**config.mk**
```make
export PLATFORM = sky130hd
export DESIGN_NAME = scl_timing_gen
export DESIGN_NICKNAME = d
export VERILOG_FILES = /design/src/rtl/scl_tg_pkg.sv /design/src/rtl/scl_tg_sel.sv /design/src/rtl/scl_tg_fsm.sv /design/src/rtl/scl_tg_strobe.sv /design/src/rtl/scl_timing_gen.sv
export SDC_FILE = /design/constraint.sdc
export NUM_CORES = 1
export LEC_CHECK = 0
export BUFFER_PORTS_ARGS = -buffer_cell sky130_fd_sc_hd__buf_4
export CAP_MARGIN = 5
export CORE_ASPECT_RATIO = 1.5
export CORE_MARGIN = 10
export CORE_UTILIZATION = 25
export DETAILED_ROUTE_END_ITERATION = 8
export PLACE_DENSITY_LB_ADDON = 0.3
export SLEW_MARGIN = 20
export SYNTH_ARGS = -nofsm -noshare
export SYNTH_HDL_FRONTEND = slang
export SYNTH_SLANG_ARGS = --single-unit
```
**constraint.sdc**
```tcl
create_clock -name clk -period 18.2 [get_ports clk]
set_clock_uncertainty 0.05 [all_clocks]
set_input_delay 3.64 -clock clk [delete_from_list [all_inputs] [get_ports clk]]
set_output_delay 3.64 -clock clk [all_outputs]
set_load 0.01 [all_outputs]
```
**src/rtl/scl_tg_pkg.sv**
```systemverilog
package scl_tg_pkg;

    typedef enum logic [1:0] {
        ST_IDLE    = 2'd0,
        ST_HIGH_PH = 2'd1,
        ST_LOW_PH  = 2'd2
    } scl_state_e;

    localparam logic [1:0] SPD_STD  = 2'b01;
    localparam logic [1:0] SPD_FAST = 2'b10;
    localparam logic [1:0] SPD_HS   = 2'b11;

endpackage

```
**src/rtl/scl_tg_sel.sv**
```systemverilog
module scl_tg_sel #(
    parameter int CNT_W = 16,
    parameter bit HS_EN = 1'b1
) (
    input  logic [1:0]       speed_sel,
    input  logic [CNT_W-1:0] std_hi,
    input  logic [CNT_W-1:0] std_lo,
    input  logic [CNT_W-1:0] fast_hi,
    input  logic [CNT_W-1:0] fast_lo,
    input  logic [CNT_W-1:0] hs_hi,
    input  logic [CNT_W-1:0] hs_lo,
    input  logic [CNT_W-1:0] sda_hold,
    output logic [CNT_W-1:0] hi_eff,
    output logic [CNT_W-1:0] lo_eff,
    output logic [CNT_W-1:0] hold_eff
);
    import scl_tg_pkg::*;

    localparam logic [CNT_W-1:0] ONE = CNT_W'(1);

    logic             use_hs;
    logic [CNT_W-1:0] raw_hi;
    logic [CNT_W-1:0] raw_lo;
    logic [CNT_W-1:0] lo_last;

    // High-speed decode exists only when the build supports it.
    generate
        if (HS_EN) begin : g_hs
            assign use_hs = (speed_sel == SPD_HS);
        end else begin : g_no_hs
            assign use_hs = 1'b0;
        end
    endgenerate

    always_comb begin
        if (use_hs) begin
            raw_hi = hs_hi;
            raw_lo = hs_lo;
        end else if (speed_sel == SPD_STD) begin
            raw_hi = std_hi;
            raw_lo = std_lo;
        end else begin
            raw_hi = fast_hi;
            raw_lo = fast_lo;
        end
    end

    // A count of 0 is treated as 1.
    assign hi_eff  = (raw_hi == '0) ? ONE : raw_hi;
    assign lo_eff  = (raw_lo == '0) ? ONE : raw_lo;
    assign lo_last = lo_eff - ONE;
    assign hold_eff = (sda_hold > lo_last) ? lo_last : sda_hold;

endmodule

```
**src/rtl/scl_tg_fsm.sv**
```systemverilog
module scl_tg_fsm #(
    parameter int CNT_W = 16
) (
    input  logic             clk,
    input  logic             rst_n,
    input  logic             enable,
    input  logic [CNT_W-1:0] hi_eff,
    input  logic [CNT_W-1:0] lo_eff,
    output logic             scl_level,
    output logic             in_low,
    output logic [CNT_W-1:0] phase_cnt
);
    import scl_tg_pkg::*;

    localparam logic [CNT_W-1:0] ONE = CNT_W'(1);

    scl_state_e       state_q, state_d;
    logic [CNT_W-1:0] cnt_q, cnt_d;

    always_comb begin
        state_d = state_q;
        cnt_d   = cnt_q + ONE;
        if (!enable) begin
            state_d = ST_IDLE;
            cnt_d   = '0;
        end else begin
            unique case (state_q)
                ST_IDLE: begin
                    state_d = ST_HIGH_PH;
                    cnt_d   = '0;
                end
                ST_HIGH_PH: begin
                    if (cnt_q >= hi_eff - ONE) begin
                        state_d = ST_LOW_PH;
                        cnt_d   = '0;
                    end
                end
                ST_LOW_PH: begin
                    if (cnt_q >= lo_eff - ONE) begin
                        state_d = ST_HIGH_PH;
                        cnt_d   = '0;
                    end
                end
                default: begin
                    state_d = ST_IDLE;
                    cnt_d   = '0;
                end
            endcase
        end
    end

    always_ff @(posedge clk or negedge rst_n) begin
        if (!rst_n) begin
            state_q <= ST_IDLE;
            cnt_q   <= '0;
        end else begin
            state_q <= state_d;
            cnt_q   <= cnt_d;
        end
    end

    always_comb begin
        scl_level = (state_q != ST_LOW_PH);
        in_low    = (state_q == ST_LOW_PH);
        phase_cnt = cnt_q;
    end

endmodule

```
**src/rtl/scl_tg_strobe.sv**
```systemverilog
module scl_tg_strobe #(
    parameter int CNT_W = 16
) (
    input  logic             in_low,
    input  logic [CNT_W-1:0] phase_cnt,
    input  logic [CNT_W-1:0] hold_eff,
    output logic             strobe
);
    // Low-phase cycle index 0 is the cycle in which SCL went low.
    assign strobe = in_low && (phase_cnt == hold_eff);
endmodule

```
**src/rtl/scl_timing_gen.sv**
```systemverilog
module scl_timing_gen #(
    parameter int CNT_W = 16,
    parameter bit HS_EN = 1'b1
) (
    input  logic             clk,
    input  logic             rst_n,
    input  logic             enable,
    input  logic [1:0]       speed_sel,
    input  logic [CNT_W-1:0] std_hi,
    input  logic [CNT_W-1:0] std_lo,
    input  logic [CNT_W-1:0] fast_hi,
    input  logic [CNT_W-1:0] fast_lo,
    input  logic [CNT_W-1:0] hs_hi,
    input  logic [CNT_W-1:0] hs_lo,
    input  logic [CNT_W-1:0] sda_hold,
    output logic             scl_out,
    output logic             sda_strobe
);
    logic [CNT_W-1:0] hi_eff, lo_eff, hold_eff, phase_cnt;
    logic             in_low;

    scl_tg_sel #(.CNT_W(CNT_W), .HS_EN(HS_EN)) u_sel (
        .speed_sel (speed_sel),
        .std_hi    (std_hi),
        .std_lo    (std_lo),
        .fast_hi   (fast_hi),
        .fast_lo   (fast_lo),
        .hs_hi     (hs_hi),
        .hs_lo     (hs_lo),
        .sda_hold  (sda_hold),
        .hi_eff    (hi_eff),
        .lo_eff    (lo_eff),
        .hold_eff  (hold_eff)
    );

    scl_tg_fsm #(.CNT_W(CNT_W)) u_fsm (
        .clk       (clk),
        .rst_n     (rst_n),
        .enable    (enable),
        .hi_eff    (hi_eff),
        .lo_eff    (lo_eff),
        .scl_level (scl_out),
        .in_low    (in_low),
        .phase_cnt (phase_cnt)
    );

    scl_tg_strobe #(.CNT_W(CNT_W)) u_stb (
        .in_low    (in_low),
        .phase_cnt (phase_cnt),
        .hold_eff  (hold_eff),
        .strobe    (sda_strobe)
    );

endmodule

```
After elaboration in Yosys (flattened, before gate mapping)
Cells that the tools add are included.
W data, S select, Z words.
{"block": "op_classes", "n_addsub": 3, "n_lt_le_gt_ge": 3, "eq_ne": 8, "muxes": 15, "n_reduce_logical": 5}
{"cell": "$mux W16", "count": 10}
{"cell": "$ge A16 B16 Y1", "count": 2}
{"cell": "$logic_not A16 Y1", "count": 2}
{"cell": "$pmux W16 S2", "count": 1}
{"cell": "$sub A16 B1 Y16 const B", "count": 2}
{"cell": "$add A16 B1 Y16 const B", "count": 1}
{"cell": "$eq A16 B16 Y1", "count": 1}
{"cell": "$gt A16 B16 Y1", "count": 1}
{"cell": "$mux W2", "count": 3}
{"cell": "$pmux W2 S3", "count": 1}
{"cell": "$eq A2 B1 Y1 const B", "count": 2}
{"cell": "$eq A2 B2 Y1 const B", "count": 2}
{"cell": "$ne A3 B2 Y1 const B", "count": 1}
{"cell": "$ne A3 B3 Y1 const B", "count": 1}
{"cell": "$logic_not A2 Y1", "count": 1}
{"cell": "$ne A2 B2 Y1 const B", "count": 1}
{"cell": "$reduce_and A2 Y1", "count": 1}
{"cell": "$logic_and A1 B1 Y1", "count": 1}
{"block": "totals", "ff_bits": 18, "input_bits": 117, "output_inout_bits": 2}

Depth between registers and ports, before layout
Gate-level depths: netlist (run 1).
{"block": "depth", "ltp_word": 10, "ltp_mapped": 26, "mapped_depth_nobuf": 21}

Cells and area by module
Synthesis (run 1) repeated with hierarchy kept, for this count alone.
{"block": "unflattened", "cells_unflattened": 505, "hier_area_um2": 4010.1}
{"module": "scl_tg_fsm", "n_inst": 1, "cells_each": 244, "area_per_inst_um2": 2174.6, "seq_area_each_um2": 450.4}
{"module": "scl_tg_sel", "n_inst": 1, "cells_each": 239, "area_per_inst_um2": 1654.1, "seq_area_each_um2": 0.0}
{"module": "scl_tg_strobe", "n_inst": 1, "cells_each": 22, "area_per_inst_um2": 181.4, "seq_area_each_um2": 0.0}

Worst setup path after synthesis (run 1)
OpenSTA, ideal clock, no wires.
{"block": "synth_timing", "kind": "in2out", "from": "input port speed_sel[1]", "to": "output port sda_strobe", "t_arrival_ps": 8530, "setup_slack_ps": 5980, "stages": 23, "path_buffers": 3, "path_cell_list": "buf_6 > buf_6 > mux2i_1 > a21oi_1 > or4_4 > buf_6 > nor3_2 > a21oi_1 > ha_1 > nand3_1 > nor4_1 > xor2_1 > ha_1 > and2_1 > a221o_1 > a21o_1 > a21oi_1 > o31ai_2 > o41ai_2 > nand3_2 > a22o_1 > a2111o_1 > a2111oi_2"}
{"block": "synth_between", "elab_chain_cells": 10, "word_cells_on_any_way": 11, "cone_classes": "add/sub (1); order compare (1); eq/ne (3); mux (4); reduce/logical (2)"}
{"element": "start: declaration", "line_no": "scl_timing_gen.sv:8", "rtl": "input logic [1:0] speed_sel,"}
{"element": "$eq A2 B1 Y1", "line_no": "scl_tg_sel.sv:39", "rtl": "end else if (speed_sel == SPD_STD) begin"}
{"element": "$mux W16", "line_no": "scl_tg_sel.sv:39"}
{"element": "$mux W16 *", "line_no": "scl_tg_sel.sv:36", "rtl": "if (use_hs) begin"}
{"element": "$logic_not A16 Y1", "line_no": "scl_tg_sel.sv:50", "rtl": "assign lo_eff = (raw_lo == '0) ? ONE : raw_lo;"}
{"element": "$mux W16 *", "line_no": "scl_tg_sel.sv:50"}
{"element": "$sub A16 B1 Y16 *", "line_no": "scl_tg_sel.sv:51", "rtl": "assign lo_last = lo_eff - ONE;"}
{"element": "$gt A16 B16 Y1", "line_no": "scl_tg_sel.sv:52", "rtl": "assign hold_eff = (sda_hold > lo_last) ? lo_last : sda_hold;"}
{"element": "$mux W16 *", "line_no": "scl_tg_sel.sv:52"}
{"element": "$eq A16 B16 Y1 *", "line_no": "scl_tg_strobe.sv:10", "rtl": "assign strobe = in_low && (phase_cnt == hold_eff);"}
{"element": "$logic_and A1 B1 Y1 *", "line_no": "scl_tg_strobe.sv:10"}
{"element": "end: declaration", "line_no": "scl_timing_gen.sv:17", "rtl": "output logic sda_strobe"}
Every way passes the cells marked *; elsewhere a longest branch is shown, timed or not.

Final worst setup path (run 1)
Ends and elaborated chain as after synthesis.

==> results.py, run 1 <==
metrics = {
    "final_layout": {
        "finalNetCount": 752,
        "antenna_cells": 0,
        "multi_input_area_sq_mm": 0.00322,
        "drive_gt1_share_pct": 25.4,
        "syn_to_final_growth_pct": 28.9,
        "fill_cells": 1550,
        "seq_area_sq_um": 450,
    },
    "synth": {
        "synth_top_area_share_pct": 16.6,
        "synth_compound_area_share_pct": 21.7,
        "async_reset_ff_share_pct": 100,
        "ys_types": 71,
        "netlist_area_sq_mm": 0.00385,
        "yosysWarnings": 0,
        "synthTopCellsByCount": "nor2_1, ha_1, nand2_1",
        "synth_edf_count": 0,
        "synth_top_cell_by_area": "ha_1",
        "ys.flop_type": "dfrtp_1",
        "synthSimpleGateAreaFrac_pct": 21.3,
        "ys_seq_area_share_pct": 11.7,
        "postSynthAreaPerCell_sq_um": 7.98,
        "synth_top_family_by_area": "compound AO/OA/AOI/OAI gates",
        "ys_ff_latch": 18,
        "yosysMostFrequentCell": "nor2_1",
        "synthMuxAreaShare_pct": 11.6,
        "yosys.area_share.adder_pct": 17.2,
        "netlist_instances": 482,
        "synth_xor_xnor_area_share_pct": 12.1,
        "synth_nets": 650,
        "ys_top_cells_by_area": "ha_1, dfrtp_1, mux2i_1, xnor2_1, xor2_1",
    },
    "power_and_ir_drop": {
        "p_leak_uw": 0.00229,
        "finalPower_uw": 212,
        "ir_drop_uv": 25.4,
        "power.density_mw_per_mm2": 42.7,
    },
    "worst_setup_path": {
        "path_max_fanout": 32,
        "crit_buf_inv": 2,
        "cp_slowest_cell": "or4_4",
        "slowest_delay_ns": 0.65,
        "crit_type": "primary input to output pin",
        "cp-end-kind": "output pin",
        "worstPathCellList": "buf_4 > mux2i_1 > a21oi_1 > or4_4 > nor3_2 > a21oi_1 > ha_1 > nand3_1 > nor4_1 > xor2_1 > ha_1 > and2_1 > a221o_1 > a21o_1 > a21oi_1 > o31ai_2 > o41ai_2 > nand3_2 > a22o_1 > a2111o_1 > a2111oi_2 > buf_4",
        "startpoint_type": "primary input",
        "worstPathRequired_ns": 14.51,
        "cp.depth": 22,
        "rr_worst_depth": 12,
        "critPathArrivalTime_ns": 9.46,
        "cpMostUsedCell": "a21oi_1",
        "cp_top_family": "compound AO/OA/AOI/OAI gates",
    },
    "route": {
        "detail-route-antenna-nets": 0,
        "dr.pass1.iters": 5,
        "wl_um": 13900,
        "wl_per_cell_um": 17.7,
        "via_per_inst": 5.16,
        "drt-initial-drc-count": 199,
        "drc": 0,
        "num_vias": 4035,
    },
    "clocking": {
        "cts-resized-gates": 0,
        "cts_buffers": 3,
        "clk_pin_slew_worst_paths_ns": 0.05,
        "postCtsHoldBufs": 0,
        "numClockSinks": 18,
        "cts_root_buf": "clkbuf_16",
        "cts_tree": "built",
        "h-tree-depth": 1,
        "clockBufferDepth": 2,
        "clkLatencyLatePin_ns": 0.25,
        "post_cts_buffers": 0,
    },
    "floorplan": {
        "die_h_um": 172,
        "design.core.area_sq_mm": 0.0151,
        "die-area_sq_mm": 0.0209,
        "row_count": 55,
        "initial_core_util_pct": 25.5,
        "num_io_pins": 119,
        "fp.dieW_um": 121,
    },
    "sta": {
        "timing.final.max_slew_violations": 0,
        "period_share_pct": 72.3,
        "fmax_mhz": 76.0,
        "min_period_ns": 13.15,
        "hold_violations": 0,
        "slew_headroom_pct": 54.3,
        "fin_tns_setup_ns": 0,
        "tightest_slew_ns": 0.684,
        "setup_ws_ns": 5.05,
        "rsz0062_at_grt": "no",
        "setup_viol": 0,
    },
    "global_routing": {
        "antenna_found_initial": 0,
        "grt.total_usage_pct": 12.5,
        "grt_pass1_vias": 4172,
        "grt_overflow_total": 0,
        "grt_start_max_net_pins": 56,
        "grt_pass1_wl_um": 21100,
    },
    "min_path": {
        "whs_path_depth": 2,
        "worstHoldPathType": "flip-flop to flip-flop",
    },
    "placement": {
        "dp_hpwl_um": 11700,
        "port_buffers": 118,
        "dp_slack_ns": 5.09,
        "globalplace.congestion": 0.911,
    },
    "flow_run": {
        "max_cap_viol_count": 0,
    },
    "outcome": {
        "status": "finished clean",
    },
}
sequential cells by signal (all words and copies together), names as in the netlist:
signal / flops
u_fsm.phase_cnt: 16
u_fsm.state_q: 2
per-stage QoR:
step | cells | hold WS, ns | area [sq um] | utilization (%)
detailed placement | 778 | 0.553 | 4870 | 32.3
floorplan | 482 | 0.474 | 3850 | -
global placement | 778 | 0.527 | 4870 | 32.3
finish | 782 | 0.565 | 4960 | 32.9
CTS | 782 | 0.561 | 4960 | 32.9
global route | 782 | 0.597 | 4960 | 32.9
cells in the final DEF, fill, tap and decap left out, drive strengths merged, types with 10 or more instances in the layout:
| cell | netlist | routed |
|---|---|---|
| buf | 10 | 118 |
| nor2 | 53 | 53 |
| ha | 51 | 51 |
| nand2 | 34 | 34 |
| mux2i | 32 | 32 |
| a21oi | 29 | 29 |
| xnor2 | 27 | 27 |
| xor2 | 26 | 26 |
| o21ai | 23 | 23 |
| nand3 | 20 | 20 |
| dfrtp | 18 | 18 |
| inv | 16 | 16 |
| nor4 | 12 | 12 |
| mux2 | 10 | 10 |
| a21o | 10 | 10 |
worst min-delay path, delay by kind of cell, from the launching register on:
kind           cells  cell delay (ns)
flip-flops         1             0.41
AO/OA/AOI/OAI      2             0.17
routing by layer:
| metal | part of all wire [%] | routed length (um) | GRT usage (%) | vias up |
|---|---|---|---|---|
| met2 | 53 | 7360 | 24.1 | 122 |
| li1 | - | - | - | 1996 |
| met1 | 39 | 5400 | 13.3 | 1898 |
| met4 | 2.2 | 309 | 3.74 | 0 |
| met5 | 0 | 0 | 0 | - |
| met3 | 5.6 | 782 | 1.99 | 19 |
report_power, final:
part	internal (uW)	switching, uW
Sequential	42.2	3.79
Combinational	55.3	62.4
Clock	33.4	14.5
kinds of logic after synthesis:
logic type | Yosys count
and+or+nand+nor | 162
adders and majority gates | 53
DFF | 18
buffers and inverters | 37
AOI/OAI and AO/OA | 117
muxes | 42
xor gates and xnor gates | 53
worst paths after layout:
| path | from | endpoint | slack, ns |
|---|---|---|---|
| worst max register to register | u_fsm.phase_cnt[0]$_DFF_PN0_ | u_fsm.phase_cnt[9]$_DFF_PN0_ | 14.55 |
| worst min-delay path | u_fsm.state_q[0]$_DFFE_PN0P_ | u_fsm.state_q[0]$_DFFE_PN0P_ | 0.56 |
| max in group asynchronous | rst_n | u_fsm.phase_cnt[0]$_DFF_PN0_ | 14.70 |
| worst min register to register | u_fsm.state_q[0]$_DFFE_PN0P_ | u_fsm.state_q[0]$_DFFE_PN0P_ | 0.56 |
| worst max-delay path | speed_sel[1] | sda_strobe | 5.05 |
| min in group asynchronous | rst_n | u_fsm.state_q[0]$_DFFE_PN0P_ | 3.20 |
final cells by class:
type                       count  share of cell area [%]
tap                          199                    5.02
multi-input combinational    427                    65.0
timing repair buffer         118                    17.9
clock buffer                   4                    1.79
inverter                      16                    1.21
sequential                    18                    9.08
Power figures use the tool's default switching activity.
==> inputs of run 2 (changes only) <==
clock period = 13.4 ns   (was 18.2 ns; I/O delays follow)
==> results.py, run 2 (synthesized netlist as in run 1, its figures left out) <==
metrics = {
    "sta": {
        "min_period_ns": 11.24,
        "setup_viol": 0,
        "rsz0062_at_grt": "no",
        "hold_violations": 0,
        "slew_headroom_pct": 50.5,
        "timing.final.max_slew_violations": 0,
        "fin_tns_setup_ns": 0,
        "tightest_slew_ns": 0.733,
        "period_share_pct": 83.9,
        "fmax_mhz": 89.0,
    },
    "placement": {
        "dp_hpwl_um": 11700,
        "globalplace.congestion": 0.912,
        "port_buffers": 118,
        "dp_cells": 778,
    },
    "clocking": {
        "cts_tree": "built",
        "postCtsHoldBufs": 0,
        "clkLatencyLatePin_ns": 0.25,
        "cts_root_buf": "clkbuf_16",
        "clk_pin_slew_worst_paths_ns": 0.05,
        "post_cts_buffers": 0,
        "cts_buffers": 3,
        "h-tree-depth": 1,
        "clockBufferDepth": 2,
        "numClockSinks": 18,
        "cts-resized-gates": 0,
    },
    "route": {
        "via_per_inst": 5.15,
        "num_vias": 4026,
        "wl_um": 13900,
        "drc": 0,
        "detail-route-antenna-nets": 0,
        "dr.pass1.iters": 4,
        "drt-initial-drc-count": 195,
        "wl_per_cell_um": 17.8,
    },
    "final_layout": {
        "syn_to_final_growth_pct": 28.9,
        "drive_gt1_share_pct": 25.4,
        "instances_no_fill": 782,
        "fill_cells": 1571,
        "antenna_cells": 0,
        "utilization_pct": 32.9,
        "final_common_cell": "buf_4",
        "largest_reg_flops": 16,
        "finalNetCount": 752,
        "mostFrequentLayoutCells": "buf_4, nor2_1, ha_1",
    },
    "floorplan": {
        "num_io_pins": 119,
        "initial_core_util_pct": 25.5,
        "design.core.area_sq_mm": 0.0151,
        "die-area_sq_mm": 0.0209,
        "row_count": 55,
        "fp.dieW_um": 121,
        "die_h_um": 172,
    },
    "global_routing": {
        "grt_start_max_net_pins": 56,
        "antenna_found_initial": 0,
        "grt.total_usage_pct": 12.6,
        "grt_pass1_vias": 4305,
        "grt_pass1_wl_um": 21500,
        "grt_overflow_total": 0,
    },
    "worst_setup_path": {
        "worstReg2RegStart": "u_fsm.phase_cnt[0]$_DFF_PN0_",
        "critPathArrivalTime_ns": 8.51,
        "slowest_delay_ns": 0.65,
        "crit_type": "primary input to output pin",
        "critPathCapture": "sda_strobe",
        "worstPathRequired_ns": 10.67,
        "rr_worst_depth": 12,
        "startpoint_type": "primary input",
        "r2r_slack_ns": 9.77,
        "reg2reg_to": "u_fsm.phase_cnt[15]$_DFF_PN0_",
        "cp_slowest_cell": "or4_4",
        "cpMostUsedCell": "a21oi_1",
        "crit_path_start": "speed_sel[1]",
        "cp-end-kind": "output pin",
        "path_max_fanout": 32,
        "worstPathCellList": "buf_4 > mux2i_1 > a21oi_1 > or4_4 > nor3_2 > a21oi_1 > ha_1 > nand3_1 > nor4_1 > xor2_1 > ha_1 > and2_1 > a221o_1 > a21o_1 > a21oi_1 > o31ai_2 > o41ai_2 > nand3_2 > a22o_1 > a2111o_1 > a2111oi_2 > buf_4",
    },
    "outcome": {
        "status": "finished clean",
    },
    "power_and_ir_drop": {
        "power.density_mw_per_mm2": 58.3,
        "p_leak_uw": 0.00229,
        "ir_drop_uv": 34.9,
    },
    "flow_run": {
        "max_cap_viol_count": 0,
    },
    "min_path": {
        "worstHoldPathType": "flip-flop to flip-flop",
    },
}
[run 2: layer usage]
metal / part of all wire (%) / vias to the layer above / global-route usage [%]
met1: 39 / 1896 / 13.5
met3: 5.8 / 25 / 2.51
li1: - / 1995 / -
met4: 2.9 / 0 / 4.63
met5: 0 / - / 0
met2: 52 / 110 / 23.8
[run 2: stage by stage]
| stage | worst slack [ns] | hold slack, ns | cell area (sq um) | total power, uW |
|---|---|---|---|---|
| after global routing | 1.77 | 0.599 | 4960 | 311 |
| final | 2.16 | 0.565 | 4960 | 289 |
| after CTS | 2.20 | 0.558 | 4960 | 290 |
| after detailed placement | 2.21 | 0.548 | 4870 | 224 |
| after global placement | 2.43 | 0.526 | 4870 | 219 |
| after floorplan | 3.10 | 0.474 | 3850 | 165 |
[run 2: worst min path at each step]
| stage | startpoint | to | cells after the start | slack, ns |
|---|---|---|---|---|
| 2_1_floorplan | u_fsm.phase_cnt[0]$_DFF_PN0_ | u_fsm.phase_cnt[0]$_DFF_PN0_ | 1 | 0.47 |
| 3_3_place_gp | u_fsm.state_q[1]$_DFFE_PN0P_ | u_fsm.state_q[1]$_DFFE_PN0P_ | 2 | 0.53 |
| 3_5_place_dp | u_fsm.state_q[0]$_DFFE_PN0P_ | u_fsm.state_q[0]$_DFFE_PN0P_ | 2 | 0.55 |
| 4_1_cts | u_fsm.state_q[0]$_DFFE_PN0P_ | u_fsm.state_q[0]$_DFFE_PN0P_ | 2 | 0.56 |
| 5_1_grt | u_fsm.state_q[0]$_DFFE_PN0P_ | u_fsm.state_q[0]$_DFFE_PN0P_ | 2 | 0.60 |
| 6_report | u_fsm.state_q[0]$_DFFE_PN0P_ | u_fsm.state_q[0]$_DFFE_PN0P_ | 2 | 0.56 |
[run 2: final cells by class]
type | instances | area, sq um | area share [%]
repair buffers | 118 | 886 | 17.9
multi-input cells | 427 | 3220 | 65.0
flip-flops and latches | 18 | 450 | 9.08
inverters | 16 | 60.1 | 1.21
well taps | 199 | 249 | 5.02
clock buffers | 4 | 88.8 | 1.79
[run 2: power by group]
| part | internal [uW] | switching, uW | leakage [uW] |
|---|---|---|---|
| clock network | 45.4 | 20.3 | 0.0000442 |
| registers | 57.3 | 5.19 | 0.000250 |
| logic | 75.3 | 85.6 | 0.00200 |
| total | 178 | 111 | 0.00229 |
[run 2: critical path: cells and delay by family]
family | cells | cell delay (ns)
buffers and inverters | 2 | 0.58
xor gates and xnor gates | 1 | 0.33
AOI/OAI and AO/OA | 10 | 2.22
muxes | 1 | 0.25
adders and majority gates | 2 | 0.56
and+or+nand+nor | 6 | 1.85
==> inputs of run 3 (changes only) <==
clock period = 10.5 ns   (was 13.4 ns; I/O delays follow)
==> results.py, run 3 (synthesized netlist as in run 1, its figures left out) <==
metrics = {
    "sta": {
        "hold_violations": 0,
        "tightest_slew_ns": 0.696,
        "rsz0062_at_grt": "no",
        "fin_tns_setup_ns": 0,
        "fmax_mhz": 101,
        "timing.final.max_slew_violations": 0,
        "slew_headroom_pct": 53.5,
        "setup_viol": 0,
        "period_share_pct": 94.2,
        "min_period_ns": 9.89,
    },
    "final_layout": {
        "fin_area_sq_mm": 0.00499,
        "drive_gt1_share_pct": 25.9,
        "instances_no_fill": 786,
        "fill_cells": 1581,
        "finalNetCount": 756,
        "largest_reg_flops": 16,
        "final_common_cell": "buf_4",
        "syn_to_final_growth_pct": 29.7,
        "mostFrequentLayoutCells": "buf_4, nor2_1, ha_1",
        "antenna_cells": 0,
    },
    "worst_setup_path": {
        "startpoint_type": "primary input",
        "worstPathRequired_ns": 8.35,
        "cp-end-kind": "output pin",
        "critPathArrivalTime_ns": 7.74,
        "path_max_fanout": 17,
        "crit_type": "primary input to output pin",
    },
    "floorplan": {
        "design.core.area_sq_mm": 0.0151,
        "row_count": 55,
        "die-area_sq_mm": 0.0209,
        "fp.dieW_um": 121,
        "initial_core_util_pct": 25.5,
        "die_h_um": 172,
        "num_io_pins": 119,
    },
    "route": {
        "wl_um": 13600,
        "wl_per_cell_um": 17.4,
        "drc": 0,
        "num_vias": 3999,
        "via_per_inst": 5.09,
        "drt-initial-drc-count": 182,
        "dr.pass1.iters": 4,
        "detail-route-antenna-nets": 0,
    },
    "global_routing": {
        "grt_pass1_vias": 4271,
        "grt.total_usage_pct": 12.4,
        "antenna_found_initial": 0,
        "grt_pass1_wl_um": 21000,
        "grt_overflow_total": 0,
        "grt_start_max_net_pins": 31,
    },
    "flow_run": {
        "max_cap_viol_count": 0,
    },
    "placement": {
        "dp_cells": 782,
        "globalplace.congestion": 0.912,
        "dp_hpwl_um": 11700,
        "placed_cell_area_sq_mm": 0.00490,
        "port_buffers": 118,
    },
    "clocking": {
        "cts_root_buf": "clkbuf_16",
        "cts-resized-gates": 0,
        "postCtsHoldBufs": 0,
        "clkLatencyLatePin_ns": 0.25,
        "clockBufferDepth": 2,
        "cts_tree": "built",
        "cts_buffers": 3,
        "clk_pin_slew_worst_paths_ns": 0.05,
        "post_cts_buffers": 0,
        "h-tree-depth": 1,
        "numClockSinks": 18,
    },
    "min_path": {
        "worstHoldPathType": "flip-flop to flip-flop",
    },
    "power_and_ir_drop": {
        "ir_drop_uv": 44.5,
        "power.density_mw_per_mm2": 73.7,
        "p_leak_uw": 0.00231,
    },
    "outcome": {
        "status": "finished clean",
    },
}
==> run 3: cell count changes in the layout (fill, tap and decap cells not counted), sizes merged <==
| cell | before | now |
|---|---|---|
| buf | 118 | 122 |
==> run 3: worst paths after layout <==
check	startpoint	endpoint	slack [ns]	depth (start not counted)
worst max register to register	u_fsm.phase_cnt[0]$_DFF_PN0_	u_fsm.phase_cnt[14]$_DFF_PN0_	6.86	12
worst min register to register	u_fsm.state_q[0]$_DFFE_PN0P_	u_fsm.state_q[0]$_DFFE_PN0P_	0.54	2
worst min-delay path	u_fsm.state_q[0]$_DFFE_PN0P_	u_fsm.state_q[0]$_DFFE_PN0P_	0.54	2
max in group asynchronous	rst_n	u_fsm.phase_cnt[7]$_DFF_PN0_	8.54	1
worst max-delay path	speed_sel[1]	sda_strobe	0.61	23
min in group asynchronous	rst_n	u_fsm.state_q[0]$_DFFE_PN0P_	1.66	1
==> run 3: worst max-delay path: stages <==
cell and delay [ns]:
buf_4 0.23, buf_4 0.32, mux2i_1 0.24, a21oi_1 0.11, nand4b_1 0.31, nor3_2 0.42, a21oi_1 0.22, ha_1 0.25
nand3_1 0.26, nor4_1 0.10, xor2_1 0.33, ha_1 0.30, and2_1 0.16, a221o_1 0.30, a21o_1 0.18, a21oi_1 0.28
o31ai_2 0.18, o41ai_2 0.11, nand3_2 0.23, a22o_1 0.25, a2111o_1 0.39, a2111oi_2 0.28, buf_4 0.19
==> run 3: layer usage <==
metal	routed length (um)	vias to the layer above	track usage, %
met1	5320	1831	13.2
met2	6940	132	22.5
met4	524	0	6.24
met3	858	28	2.61
li1	-	2008	-
met5	0	-	0
==> run 3: power by group <==
group / total (uW) / internal [uW] / switching, uW
logic: 205 / 97.1 / 108
registers: 79.1 / 73.2 / 5.97
clock network: 83.8 / 58.0 / 25.9
total: 368 / 228 / 139
==> run 3: area by class of cell <==
| type | instances | area, sq um | area share (%) |
|---|---|---|---|
| Inverter | 16 | 60.1 | 1.20 |
| Multi-Input combinational cell | 427 | 3220 | 64.6 |
| Tap cell | 199 | 249 | 4.99 |
| Clock buffer | 4 | 88.8 | 1.78 |
| Sequential cell | 18 | 450 | 9.03 |
| Timing Repair Buffer | 122 | 916 | 18.4 |
==> run 3: metrics by stage <==
stage / worst slack (ns) / total power, uW / util [%] / hold slack (ns)
floorplan: 1.36 / 210 / - / 0.474
global placement: 0.859 / 280 / 32.5 / 0.523
detailed placement: 0.649 / 286 / 32.5 / 0.531
CTS: 0.627 / 371 / 33.1 / 0.539
global route: 0.0679 / 397 / 33.1 / 0.596
finish: 0.607 / 368 / 33.1 / 0.538
